<file path="src/rtl/trapctl_pkg.sv">
package trapctl_pkg;

  typedef enum logic [2:0] {
    M_USER   = 3'd0,
    M_FAST   = 3'd1,
    M_INTR   = 3'd2,
    M_SUPER  = 3'd3,
    M_ABORT  = 3'd4,
    M_UNDEF  = 3'd5,
    M_SYSTEM = 3'd7
  } mode_e;

  typedef enum logic [2:0] {
    K_NONE  = 3'd0,
    K_RESET = 3'd1,
    K_DABT  = 3'd2,
    K_FAST  = 3'd3,
    K_INTR  = 3'd4,
    K_PABT  = 3'd5,
    K_UNDEF = 3'd6,
    K_CALL  = 3'd7
  } kind_e;

  typedef struct packed {
    logic  thumb;
    logic  fmask;
    logic  imask;
    mode_e mode;
  } stat_t;

  localparam int NUM_SLOTS = 5;
  localparam int SLOT_W    = $clog2(NUM_SLOTS);

  localparam stat_t RESET_STAT = '{thumb: 1'b0, fmask: 1'b1, imask: 1'b1, mode: M_SUPER};

  // byte offset of each exception's vector
  function automatic logic [7:0] vec_off(kind_e k);
    case (k)
      K_UNDEF: return 8'h04;
      K_CALL:  return 8'h08;
      K_PABT:  return 8'h0C;
      K_DABT:  return 8'h10;
      K_INTR:  return 8'h18;
      K_FAST:  return 8'h1C;
      default: return 8'h00;
    endcase
  endfunction

  function automatic mode_e mode_for(kind_e k);
    case (k)
      K_DABT, K_PABT: return M_ABORT;
      K_FAST:         return M_FAST;
      K_INTR:         return M_INTR;
      K_UNDEF:        return M_UNDEF;
      default:        return M_SUPER;
    endcase
  endfunction

  function automatic logic has_slot(mode_e m);
    return (m != M_USER) && (m != M_SYSTEM);
  endfunction

  function automatic logic [SLOT_W-1:0] slot_of(mode_e m);
    case (m)
      M_INTR:  return SLOT_W'(1);
      M_SUPER: return SLOT_W'(2);
      M_ABORT: return SLOT_W'(3);
      M_UNDEF: return SLOT_W'(4);
      default: return SLOT_W'(0);
    endcase
  endfunction

  function automatic logic mode_code_ok(logic [2:0] c);
    return c != 3'd6;
  endfunction

  function automatic stat_t entry_status(stat_t cur, kind_e k);
    stat_t n;
    n       = cur;
    n.mode  = mode_for(k);
    n.thumb = 1'b0;
    n.imask = 1'b1;
    if (k == K_FAST || k == K_RESET) n.fmask = 1'b1;
    return n;
  endfunction

endpackage

</file>
<file path="src/rtl/trapctl_arb.sv">
module trapctl_arb
  import trapctl_pkg::*;
(
  input  logic  req_reset,
  input  logic  req_undef,
  input  logic  req_call,
  input  logic  req_pabt,
  input  logic  req_dabt,
  input  logic  req_irq,
  input  logic  req_fiq,
  input  logic  imask,
  input  logic  fmask,
  output logic  take,
  output kind_e kind
);
  logic irq_open, fiq_open;
  assign irq_open = req_irq && !imask;
  assign fiq_open = req_fiq && !fmask;

  always_comb begin
    if (req_reset)      kind = K_RESET;
    else if (req_dabt)  kind = K_DABT;
    else if (fiq_open)  kind = K_FAST;
    else if (irq_open)  kind = K_INTR;
    else if (req_pabt)  kind = K_PABT;
    else if (req_undef) kind = K_UNDEF;
    else if (req_call)  kind = K_CALL;
    else                kind = K_NONE;
  end

  assign take = (kind != K_NONE);
endmodule

</file>
<file path="src/rtl/trapctl_bank.sv">
module trapctl_bank
  import trapctl_pkg::*;
#(
  parameter int SLOTS = NUM_SLOTS,
  parameter int SW    = SLOT_W
) (
  input  logic          clk,
  input  logic          rst_n,
  input  logic          wr_en,
  input  logic [SW-1:0] wr_slot,
  input  stat_t         wr_data,
  input  logic [SW-1:0] rd_slot,
  output stat_t         rd_data
);
  stat_t slot_q [SLOTS];

  generate
    for (genvar g = 0; g < SLOTS; g++) begin : g_slot
      stat_t q;
      always_ff @(posedge clk or negedge rst_n) begin
        if (!rst_n)                                q <= '0;
        else if (wr_en && (wr_slot == SW'(g)))     q <= wr_data;
      end
      assign slot_q[g] = q;
    end
  endgenerate

  always_comb begin
    rd_data = '0;
    for (int s = 0; s < SLOTS; s++)
      if (rd_slot == SW'(s)) rd_data = slot_q[s];
  end
endmodule

</file>
<file path="src/rtl/trapctl_status.sv">
module trapctl_status
  import trapctl_pkg::*;
(
  input  logic  clk,
  input  logic  rst_n,
  input  logic  do_entry,
  input  stat_t entry_val,
  input  logic  do_ret,
  input  stat_t ret_val,
  input  logic  do_mwr,
  input  mode_e mwr_mode,
  input  logic  do_twr,
  input  logic  twr_thumb,
  output stat_t cur
);
  stat_t nxt;

  always_comb begin
    nxt = cur;
    if (do_entry)    nxt = entry_val;
    else if (do_ret) nxt = ret_val;
    else if (do_mwr) nxt.mode = mwr_mode;
    else if (do_twr) nxt.thumb = twr_thumb;
  end

  always_ff @(posedge clk or negedge rst_n) begin
    if (!rst_n) cur <= RESET_STAT;
    else        cur <= nxt;
  end
endmodule

</file>
<file path="src/rtl/trapctl_top.sv">
module trapctl_top
  import trapctl_pkg::*;
#(
  parameter int          AW       = 32,
  parameter logic [AW-1:0] VEC_BASE = '0
) (
  input  logic          clk,
  input  logic          rst_n,
  input  logic          req_reset,
  input  logic          req_undef,
  input  logic          req_call,
  input  logic          req_pabt,
  input  logic          req_dabt,
  input  logic          req_irq,
  input  logic          req_fiq,
  input  logic [AW-1:0] next_pc,
  input  logic          ret_valid,
  input  logic          ret_sub8,
  input  logic [AW-1:0] lr_rdata,
  input  logic          sw_mode_we,
  input  logic [2:0]    sw_mode,
  input  logic          state_we,
  input  logic          state_thumb,
  output logic [2:0]    cur_mode,
  output logic          t_bit,
  output logic          i_bit,
  output logic          f_bit,
  output logic          pc_load,
  output logic [AW-1:0] pc_target,
  output logic          lr_we,
  output logic [2:0]    lr_mode,
  output logic [AW-1:0] lr_data
);
  localparam logic [AW-1:0] SUB_SHORT = AW'(4);
  localparam logic [AW-1:0] SUB_LONG  = AW'(8);

  function automatic logic [AW-1:0] ret_target(logic [AW-1:0] lr, logic long_sub);
    return lr - (long_sub ? SUB_LONG : SUB_SHORT);
  endfunction

  function automatic logic [AW-1:0] vec_addr(kind_e k);
    return VEC_BASE + AW'(vec_off(k));
  endfunction

  // named internal events
  stat_t cur_q, entry_val, saved_rd;
  kind_e take_kind;
  logic  take_exc, do_ret, do_mwr, do_twr;
  mode_e tgt_mode;

  trapctl_arb u_arb (
    .req_reset (req_reset),
    .req_undef (req_undef),
    .req_call  (req_call),
    .req_pabt  (req_pabt),
    .req_dabt  (req_dabt),
    .req_irq   (req_irq),
    .req_fiq   (req_fiq),
    .imask     (cur_q.imask),
    .fmask     (cur_q.fmask),
    .take      (take_exc),
    .kind      (take_kind)
  );

  assign tgt_mode  = mode_for(take_kind);
  assign entry_val = entry_status(cur_q, take_kind);

  assign do_ret = ret_valid && !take_exc && has_slot(cur_q.mode);
  assign do_mwr = sw_mode_we && !take_exc && !ret_valid &&
                  (cur_q.mode != M_USER) && mode_code_ok(sw_mode);
  assign do_twr = state_we && !take_exc && !ret_valid && !sw_mode_we;

  trapctl_bank #(.SLOTS(NUM_SLOTS), .SW(SLOT_W)) u_bank (
    .clk     (clk),
    .rst_n   (rst_n),
    .wr_en   (take_exc),
    .wr_slot (slot_of(tgt_mode)),
    .wr_data (cur_q),
    .rd_slot (slot_of(cur_q.mode)),
    .rd_data (saved_rd)
  );

  trapctl_status u_status (
    .clk       (clk),
    .rst_n     (rst_n),
    .do_entry  (take_exc),
    .entry_val (entry_val),
    .do_ret    (do_ret),
    .ret_val   (saved_rd),
    .do_mwr    (do_mwr),
    .mwr_mode  (mode_e'(sw_mode)),
    .do_twr    (do_twr),
    .twr_thumb (state_thumb),
    .cur       (cur_q)
  );

  always_ff @(posedge clk or negedge rst_n) begin
    if (!rst_n) begin
      pc_load   <= 1'b0;
      pc_target <= '0;
      lr_we     <= 1'b0;
      lr_mode   <= 3'd0;
      lr_data   <= '0;
    end else begin
      pc_load <= take_exc || do_ret;
      lr_we   <= take_exc;
      if (take_exc) begin
        pc_target <= vec_addr(take_kind);
        lr_mode   <= tgt_mode;
        lr_data   <= next_pc;
      end else if (do_ret) begin
        pc_target <= ret_target(lr_rdata, ret_sub8);
      end
    end
  end

  assign cur_mode = cur_q.mode;
  assign t_bit    = cur_q.thumb;
  assign i_bit    = cur_q.imask;
  assign f_bit    = cur_q.fmask;
endmodule

</file>
<file path="config.mk">
export PLATFORM = sky130hd
export DESIGN_NAME = trapctl_top
export DESIGN_NICKNAME = d
export VERILOG_FILES = /design/src/rtl/trapctl_pkg.sv /design/src/rtl/trapctl_arb.sv /design/src/rtl/trapctl_bank.sv /design/src/rtl/trapctl_status.sv /design/src/rtl/trapctl_top.sv
export SDC_FILE = /design/constraint.sdc
export NUM_CORES = 1
export LEC_CHECK = 0
export ABC_AREA = 1
export BUFFER_PORTS_ARGS = -buffer_cell sky130_fd_sc_hd__buf_2
export CAP_MARGIN = 25
export CORE_MARGIN = 2
export CORE_UTILIZATION = 52
export DETAILED_ROUTE_END_ITERATION = 6
export PLACE_DENSITY = 0.81
export SYNTH_ARGS = -nofsm -noshare
export SYNTH_HDL_FRONTEND = slang
export SYNTH_SLANG_ARGS = --single-unit
</file>
<file path="constraint.sdc">
create_clock -name clk -period 2 [get_ports clk]
set_input_delay 0.4 -clock clk [delete_from_list [all_inputs] [get_ports clk]]
set_output_delay 0.4 -clock clk [all_outputs]
set_load 0.02 [all_outputs]
</file>
==> metrics, run 1 <==
Arrival @ worst endpoint 2.26 ns; total grt overflow 0; Hold WS 0.211 ns; count leader, synth nand2_1; fraction of layout cells with a size suffix above 1 28.2%; minimum clock period 1.94 ns; CP delay by family, top simple AND/OR/NAND/NOR gates; clk_lat worst skew 0.38 ns; DRT Pass-1 Iters 6; Total Routing Usage GR 26.8%; post-synthesis xor/xnor area fraction 4.46%; status complete, no violations; Synth area leaders dfrtp_1 (50%), nand2_1 (17%), nor2_1 (4.4%); CTS tree built; Hold Path Class input pin to flop; WS Path Type flop to flop; Fmax 517 MHz; Max FO, Critical Path 42; die area 0.0106 mm²; Leak Pwr 0.00338 µW; vias in the first global route 4612; Final ANT Viol Nets 0; max_slew headroom 62.8%; FF/Latch Area 0.00263 mm²; Die W 103 µm; main combinational cell family by area after synthesis simple AND/OR/NAND/NOR gates; Fin. Hold Viols 0; Top-Level Pins 156; chip height 103 µm; Commonest cells post-synth nand2_1 (229), dfrtp_1 (101), nor2_1 (60), inv_1 (37), o21ai_1 (33); PD cells 778 mW/mm²; worst-margin pin slew 0.553 ns; Num CTS Buffers 9; adder-cell share of the synthesized area 0.883%; Crit path buffers/inverters 3; area leader, netlist dfrtp_1; area share of the largest cell type after synthesis 49.5%; first-pass GRT wire length 21.9 mm; Clock Tree Root clkbuf_8; footprint of the multi-input gates 0.00221 mm²; mapped cell area 0.00510 mm²; Rows 36; H-tree depth 3; Sink Count 105; Max Buffers Root-to-Sink 2; Core Region 0.00964 mm²; Primary FF master, synth dfrtp_1; Ys Warns 0; setup tns final 0 ns; vias 4878; final max-slew violation count 0; Worst path slowest cell dfstp_2; unrepaired setup endpoints after global routing yes; simple-gate portion of the synthesized area 28.5%; Post-DP HPWL 10.6 mm; WP data required 2.32 ns; DRC 0; iteration-0 DRC count of the detailed router 255; syn avg cell area 8.12 µm²; clk slew on worst S/H paths 0.11 ns; WL final 14.0 mm; Final Setup Violations 0; Layout Nets 891; Via density 5.16; synth unique cells 35; number of synthesized register bits 105; Worst VDD drop 647 µV; WL/cell 14.8 µm; antenna cells 0; fin crit share 96.8%; Worst Skew 0.00987 ns; post-synthesis sequential area ratio 51.6%; initial core utilization 52.9%; final non-filler cell total 945; Worst path max stage delay 0.55 ns; Placer Congestion 0.944; crit-path cells inv_2 -> a21oi_4 -> nand2_4 -> clkinv_2 -> nand3_2 -> nor2_4 -> buf_12 -> nand3_1 -> nand3_1 -> nor2_1 -> nor2_1; Synth Instances 628; maxcap violations 0; antenna violations before repair 0; Critical Path End Type flop; Synth Area in Compound Gates 9.05%; mux contribution to synthesized area 0%; # placed instances 925; Buffers on Ports 155; FFs w/ async S/R, synth 100%; startpoint types flop; largest net degree at the start of global routing 52; layout overhead on the synthesized area 26.0%; Syn Nets 712; Post-synth EDFFs 0; # fillers 834
-- per-layer routing --
| metal | GRT usage, % | vias to the layer above | share of wire (%) |
|---|---|---|---|
| met5 | 0 | - | 0 |
| met4 | 9.11 | 0 | 1.8 |
| met3 | 6.92 | 27 | 5.8 |
| met2 | 45.1 | 171 | 52 |
| met1 | 33.9 | 2320 | 41 |
| li1 | - | 2360 | - |
-- power by group --
part	leakage [µW]	total, µW	switching, µW	internal (µW)
Clock	0.000108	1400	794	608
Sequential	0.00130	2510	142	2370
Combinational	0.00197	1090	699	389
-- logic make-up after synthesis --
family,count (synthesis)
flip-flops,105
XOR/XNOR,26
adder cells (fa/ha/maj),3
AO/OA/AOI/OAI,86
buffers and inverters,61
AND/OR/NAND/NOR,347
-- cell type report --
| class | instances | share of cell area (%) |
|---|---|---|
| Sequential cell | 105 | 41.0 |
| Multi-Input combinational cell | 462 | 34.3 |
| Timing Repair Buffer | 186 | 16.2 |
| Inverter | 43 | 2.73 |
| Tap cell | 133 | 2.59 |
| Clock buffer | 9 | 1.93 |
| Clock inverter | 7 | 1.30 |
-- final timing paths --
| check | startpoint | end | slack, ns | cells after the start |
|---|---|---|---|---|
| setup / recovery | u_status.cur[4] | u_status.cur[1] | 0.06 | 11 |
| min in group asynchronous | rst_n | u_bank.g_slot[2].q[3] | 0.40 | 2 |
| hold reg to reg | lr_data[13] | lr_data[13] | 0.48 | 2 |
| hold / removal | next_pc[17] | lr_data[17] | 0.21 | 3 |
| max in group asynchronous | rst_n | u_status.cur[1] | 1.00 | 3 |
| setup reg to reg | u_status.cur[4] | u_status.cur[1] | 0.06 | 11 |
-- worst reg2reg max path, stage by stage, from the launching register on --
cell and delay (ns):
dfstp_2 0.55, inv_2 0.07, a21oi_4 0.20, nand2_4 0.10, clkinv_2 0.08, nand3_2 0.11, nor2_4 0.15, buf_12 0.22
nand3_1 0.16, nand3_1 0.12, nor2_1 0.05, nor2_1 0.08
-- registers in the layout, indices dropped and copies added (netlist names) --
signal and cells:
pc_target 32, lr_we 1, lr_mode 3, u_status.cur 6, u_bank.g_slot.q 30, lr_data 32, pc_load 1
-- layout by cell type, fill, tap and decap left out, types with 2 or more instances in the layout --
| cell | count |
|---|---|
| inv_8 | 2 |
| nand2_2 | 4 |
| dfstp_2 | 4 |
| nand2_1 | 229 |
| clkinv_2 | 2 |
| ha_1 | 2 |
| inv_2 | 4 |
| o21ai_1 | 34 |
| nor4_1 | 3 |
| xnor2_1 | 6 |
| nor3_1 | 2 |
| a21oi_1 | 13 |
| clkbuf_8 | 9 |
| buf_2 | 154 |
| inv_6 | 3 |
| buf_12 | 2 |
| o211ai_1 | 2 |
| o21ai_0 | 31 |
| buf_4 | 29 |
| inv_1 | 37 |
| a22o_1 | 2 |
| nor2_1 | 59 |
| xor2_1 | 20 |
| or2_2 | 2 |
| nand2_4 | 2 |
| nand3_1 | 32 |
| nand4_1 | 6 |
| o2111ai_1 | 2 |
| dfrtp_1 | 101 |
| nor2_4 | 4 |
-- through the flow --
stage,worst slack [ns],total power (µW),util (%),area (µm²)
floorplan,0.152,3140,-,5100
global placement,-0.0450,3570,63.9,6160
detailed placement,-0.0823,3620,63.9,6160
CTS,0.0274,5030,66.2,6380
global route,-0.0555,5280,66.7,6430
finish,0.0639,5000,66.7,6430
-- what timing repair did --
| item | CTS | global route |
|---|---|---|
| pin swaps | 0 | 1 |
| endpoints found under the hold margin | 9 | 0 |
| hold buffers | 1 | 0 |
| buffers inserted | 0 | 3 |
| resized for setup | 1 | 6 |
| setup endpoints to repair | 3 | 48 |
No activity file was read; power rests on OpenSTA's default activity.
==> run 2: changes to the inputs <==
--- a/config.mk
+++ b/config.mk
@@ -8,6 +8,7 @@
 export ABC_AREA = 1
 export BUFFER_PORTS_ARGS = -buffer_cell sky130_fd_sc_hd__buf_2
 export CAP_MARGIN = 25
+export CORE_ASPECT_RATIO = 1.25
 export CORE_MARGIN = 2
 export CORE_UTILIZATION = 52
 export DETAILED_ROUTE_END_ITERATION = 6
==> constraint.sdc (replaced) <==
create_clock -name clk -period 2 [get_ports clk]
set_input_delay 0.3 -clock clk [delete_from_list [all_inputs] [get_ports clk]]
set_output_delay 0.3 -clock clk [all_outputs]
set_load 0.02 [all_outputs]
==> run 2 against run 1 <==
Core utilization grew 3.3 points. Count of clock-buffer cells in the layout grew 4. Critical path type unchanged. Hold slack lost 0.059 ns. Non-clock buffer count grew 7. Clock skew shrank 0.0038 ns. Sequential share of layout area shrank 1.6 points. Critical path depth is the same. Critical endpoint is now lr_mode[2]. Worst setup slack gained 0.0024 ns. Fmax grew 0.13%. Final area grew 4.1%. Clock power grew 44%. Die area is essentially flat.
==> metrics, run 2 (synthesis results as in run 1) <==
total grt overflow 0 (unchanged); Final Util 70.0% (was 66.7%); startpoint types flop (unchanged); chip height 115 µm (was 103 µm); DRC 0 (unchanged); Max FO, Critical Path 21 (was 42); initial core utilization 53.4% (was 52.9%); slack of the critical path 0.0663 ns (was 0.0639 ns); WS Path Type flop to flop (unchanged); final non-filler cell total 948 (was 945); Die W 92.6 µm (was 103 µm); worst-margin pin slew 0.450 ns (was 0.553 ns); first-pass GRT wire length 22.6 mm (was 21.9 mm); Total Power 5670 µW (was 5000 µW); Placer Congestion 0.907 (was 0.944); most common cell after layout, fill and taps aside nand2_1 (unchanged); final max-slew violation count 0 (unchanged); H-tree depth 3 (unchanged); unrepaired setup endpoints after global routing yes (unchanged); status complete, no violations (unchanged); largest net degree at the start of global routing 69 (was 52); iteration-0 DRC count of the detailed router 323 (was 255); Via density 5.28 (was 5.16); maxcap violations 0 (unchanged); fin crit share 96.7% (was 96.8%); footprint of the multi-input gates 0.00222 mm² (was 0.00221 mm²); Arrival @ worst endpoint 2.22 ns (was 2.26 ns); clk_lat worst skew 0.34 ns (was 0.38 ns); die area 0.0106 mm² (about the same); antenna cells 0 (unchanged); Top-Level Pins 156 (unchanged); clk slew on worst S/H paths 0.07 ns (was 0.11 ns); Final Setup Violations 0 (unchanged); PD cells 848 mW/mm² (was 778 mW/mm²); layout overhead on the synthesized area 31.1% (was 26.0%); Total Routing Usage GR 27.1% (was 26.8%); Post-DP HPWL 10.6 mm (about the same); most frequent cells in the layout nand2_1 (229), buf_2 (154), dfrtp_1 (101), nor2_1 (59), inv_1 (37) (unchanged); # placed instances 916 (was 925); Buffers on Ports 155 (unchanged); antenna violations before repair 0 (unchanged); FF/Latch Area 0.00263 mm² (unchanged); Core Region 0.00956 mm² (was 0.00964 mm²); Critical Path End Type flop (unchanged); Clock Tree Root clkbuf_16 (was clkbuf_8); Leak Pwr 0.00351 µW (was 0.00338 µW); vias 5010 (was 4878); Fmax 517 MHz (about the same); Sink Count 105 (unchanged); Worst Skew 0.00605 ns (was 0.00987 ns); fraction of layout cells with a size suffix above 1 28.7% (was 28.2%); Worst VDD drop 490 µV (was 647 µV); Layout Nets 901 (was 891); max_slew headroom 69.8% (was 62.8%); Fin. Hold Viols 0 (unchanged); vias in the first global route 4774 (was 4612); largest registers lr_data: 32 flops, pc_target: 32 flops, u_bank.g_slot.q: 30 flops (unchanged); DRT Pass-1 Iters 5 (was 6); CTS tree built (unchanged); WP data required 2.28 ns (was 2.32 ns); # fillers 758 (was 834); Rows 40 (was 36); Hold Path Class input pin to flop (unchanged); WL/cell 15.8 µm (was 14.8 µm); Num CTS Buffers 9 (unchanged); DP Worst Slack -0.0522 ns (was -0.0823 ns); setup tns final 0 ns (unchanged); Final ANT Viol Nets 0 (unchanged); WL final 15.0 mm (was 14.0 mm); minimum clock period 1.93 ns (was 1.94 ns); Max Buffers Root-to-Sink 2 (unchanged)
[run 2: layer usage]
layer / vias up / wire length (µm) / part of all wire, % / GRT usage [%]
li1: 2386 / - / - / -
met1: 2384 / 5780 / 39 / 33.6
met2: 220 / 7990 / 53 / 48.4
met3: 20 / 925 / 6.2 / 3.08
met4: 0 / 305 / 2.0 / 11.0
met5: - / 0 / 0 / 0
[run 2: worst paths after layout]
path	start	to	slack [ns]	cells past startpoint
worst min register to register	lr_data[22]	lr_data[22]	0.47	2
worst max-delay path	u_status.cur[4]	lr_mode[2]	0.07	11
worst max register to register	u_status.cur[4]	lr_mode[2]	0.07	11
max in group asynchronous	rst_n	u_status.cur[1]	0.99	3
min in group asynchronous	rst_n	u_bank.g_slot[4].q[4]	0.36	2
worst min-delay path	next_pc[1]	lr_data[1]	0.15	3
[run 2: what timing repair did]
item,in CTS,in global routing
endpoints found under the hold margin,13,0
setup endpoints to repair,0,41
hold buffers,1,0
buffers inserted,0,10
gates resized for setup,0,13
[run 2: power by group]
group	switching, µW	total [µW]	leakage, µW	internal [µW]
Combinational	716	1130	0.00204	411
Clock	755	2020	0.000164	1260
Sequential	157	2530	0.00130	2370
Total	1630	5670	0.00351	4040
[run 2: layout make-up]
type                       count  area share [%]
clock buffer                  13            3.74
inverter                      43            2.68
clock inverter                 3            1.35
multi-input combinational    463            33.3
timing repair buffer         193            17.0
timing repair inverter         2           0.299
sequential                   105            39.4
tap                          126            2.36
[run 2: stage by stage]
step           hold slack, ns  cell area [µm²]
2_1_floorplan         0.00441             5100
4_1_cts                 0.146             6490
5_1_grt                 0.159             6690
3_3_place_gp            0.174             6140
3_5_place_dp            0.179             6140
6_report                0.152             6690
[run 2: critical path, cell delays in order, from the launching register on]
cell and delay, ns:
dfstp_2 0.56, inv_4 0.05, a21oi_4 0.22, nand2_4 0.10
inv_4 0.09, nand3_4 0.09, nor2_4 0.21, buf_6 0.13
buf_4 0.11, clkbuf_16 0.18, nand2_1 0.07, nand2_1 0.06
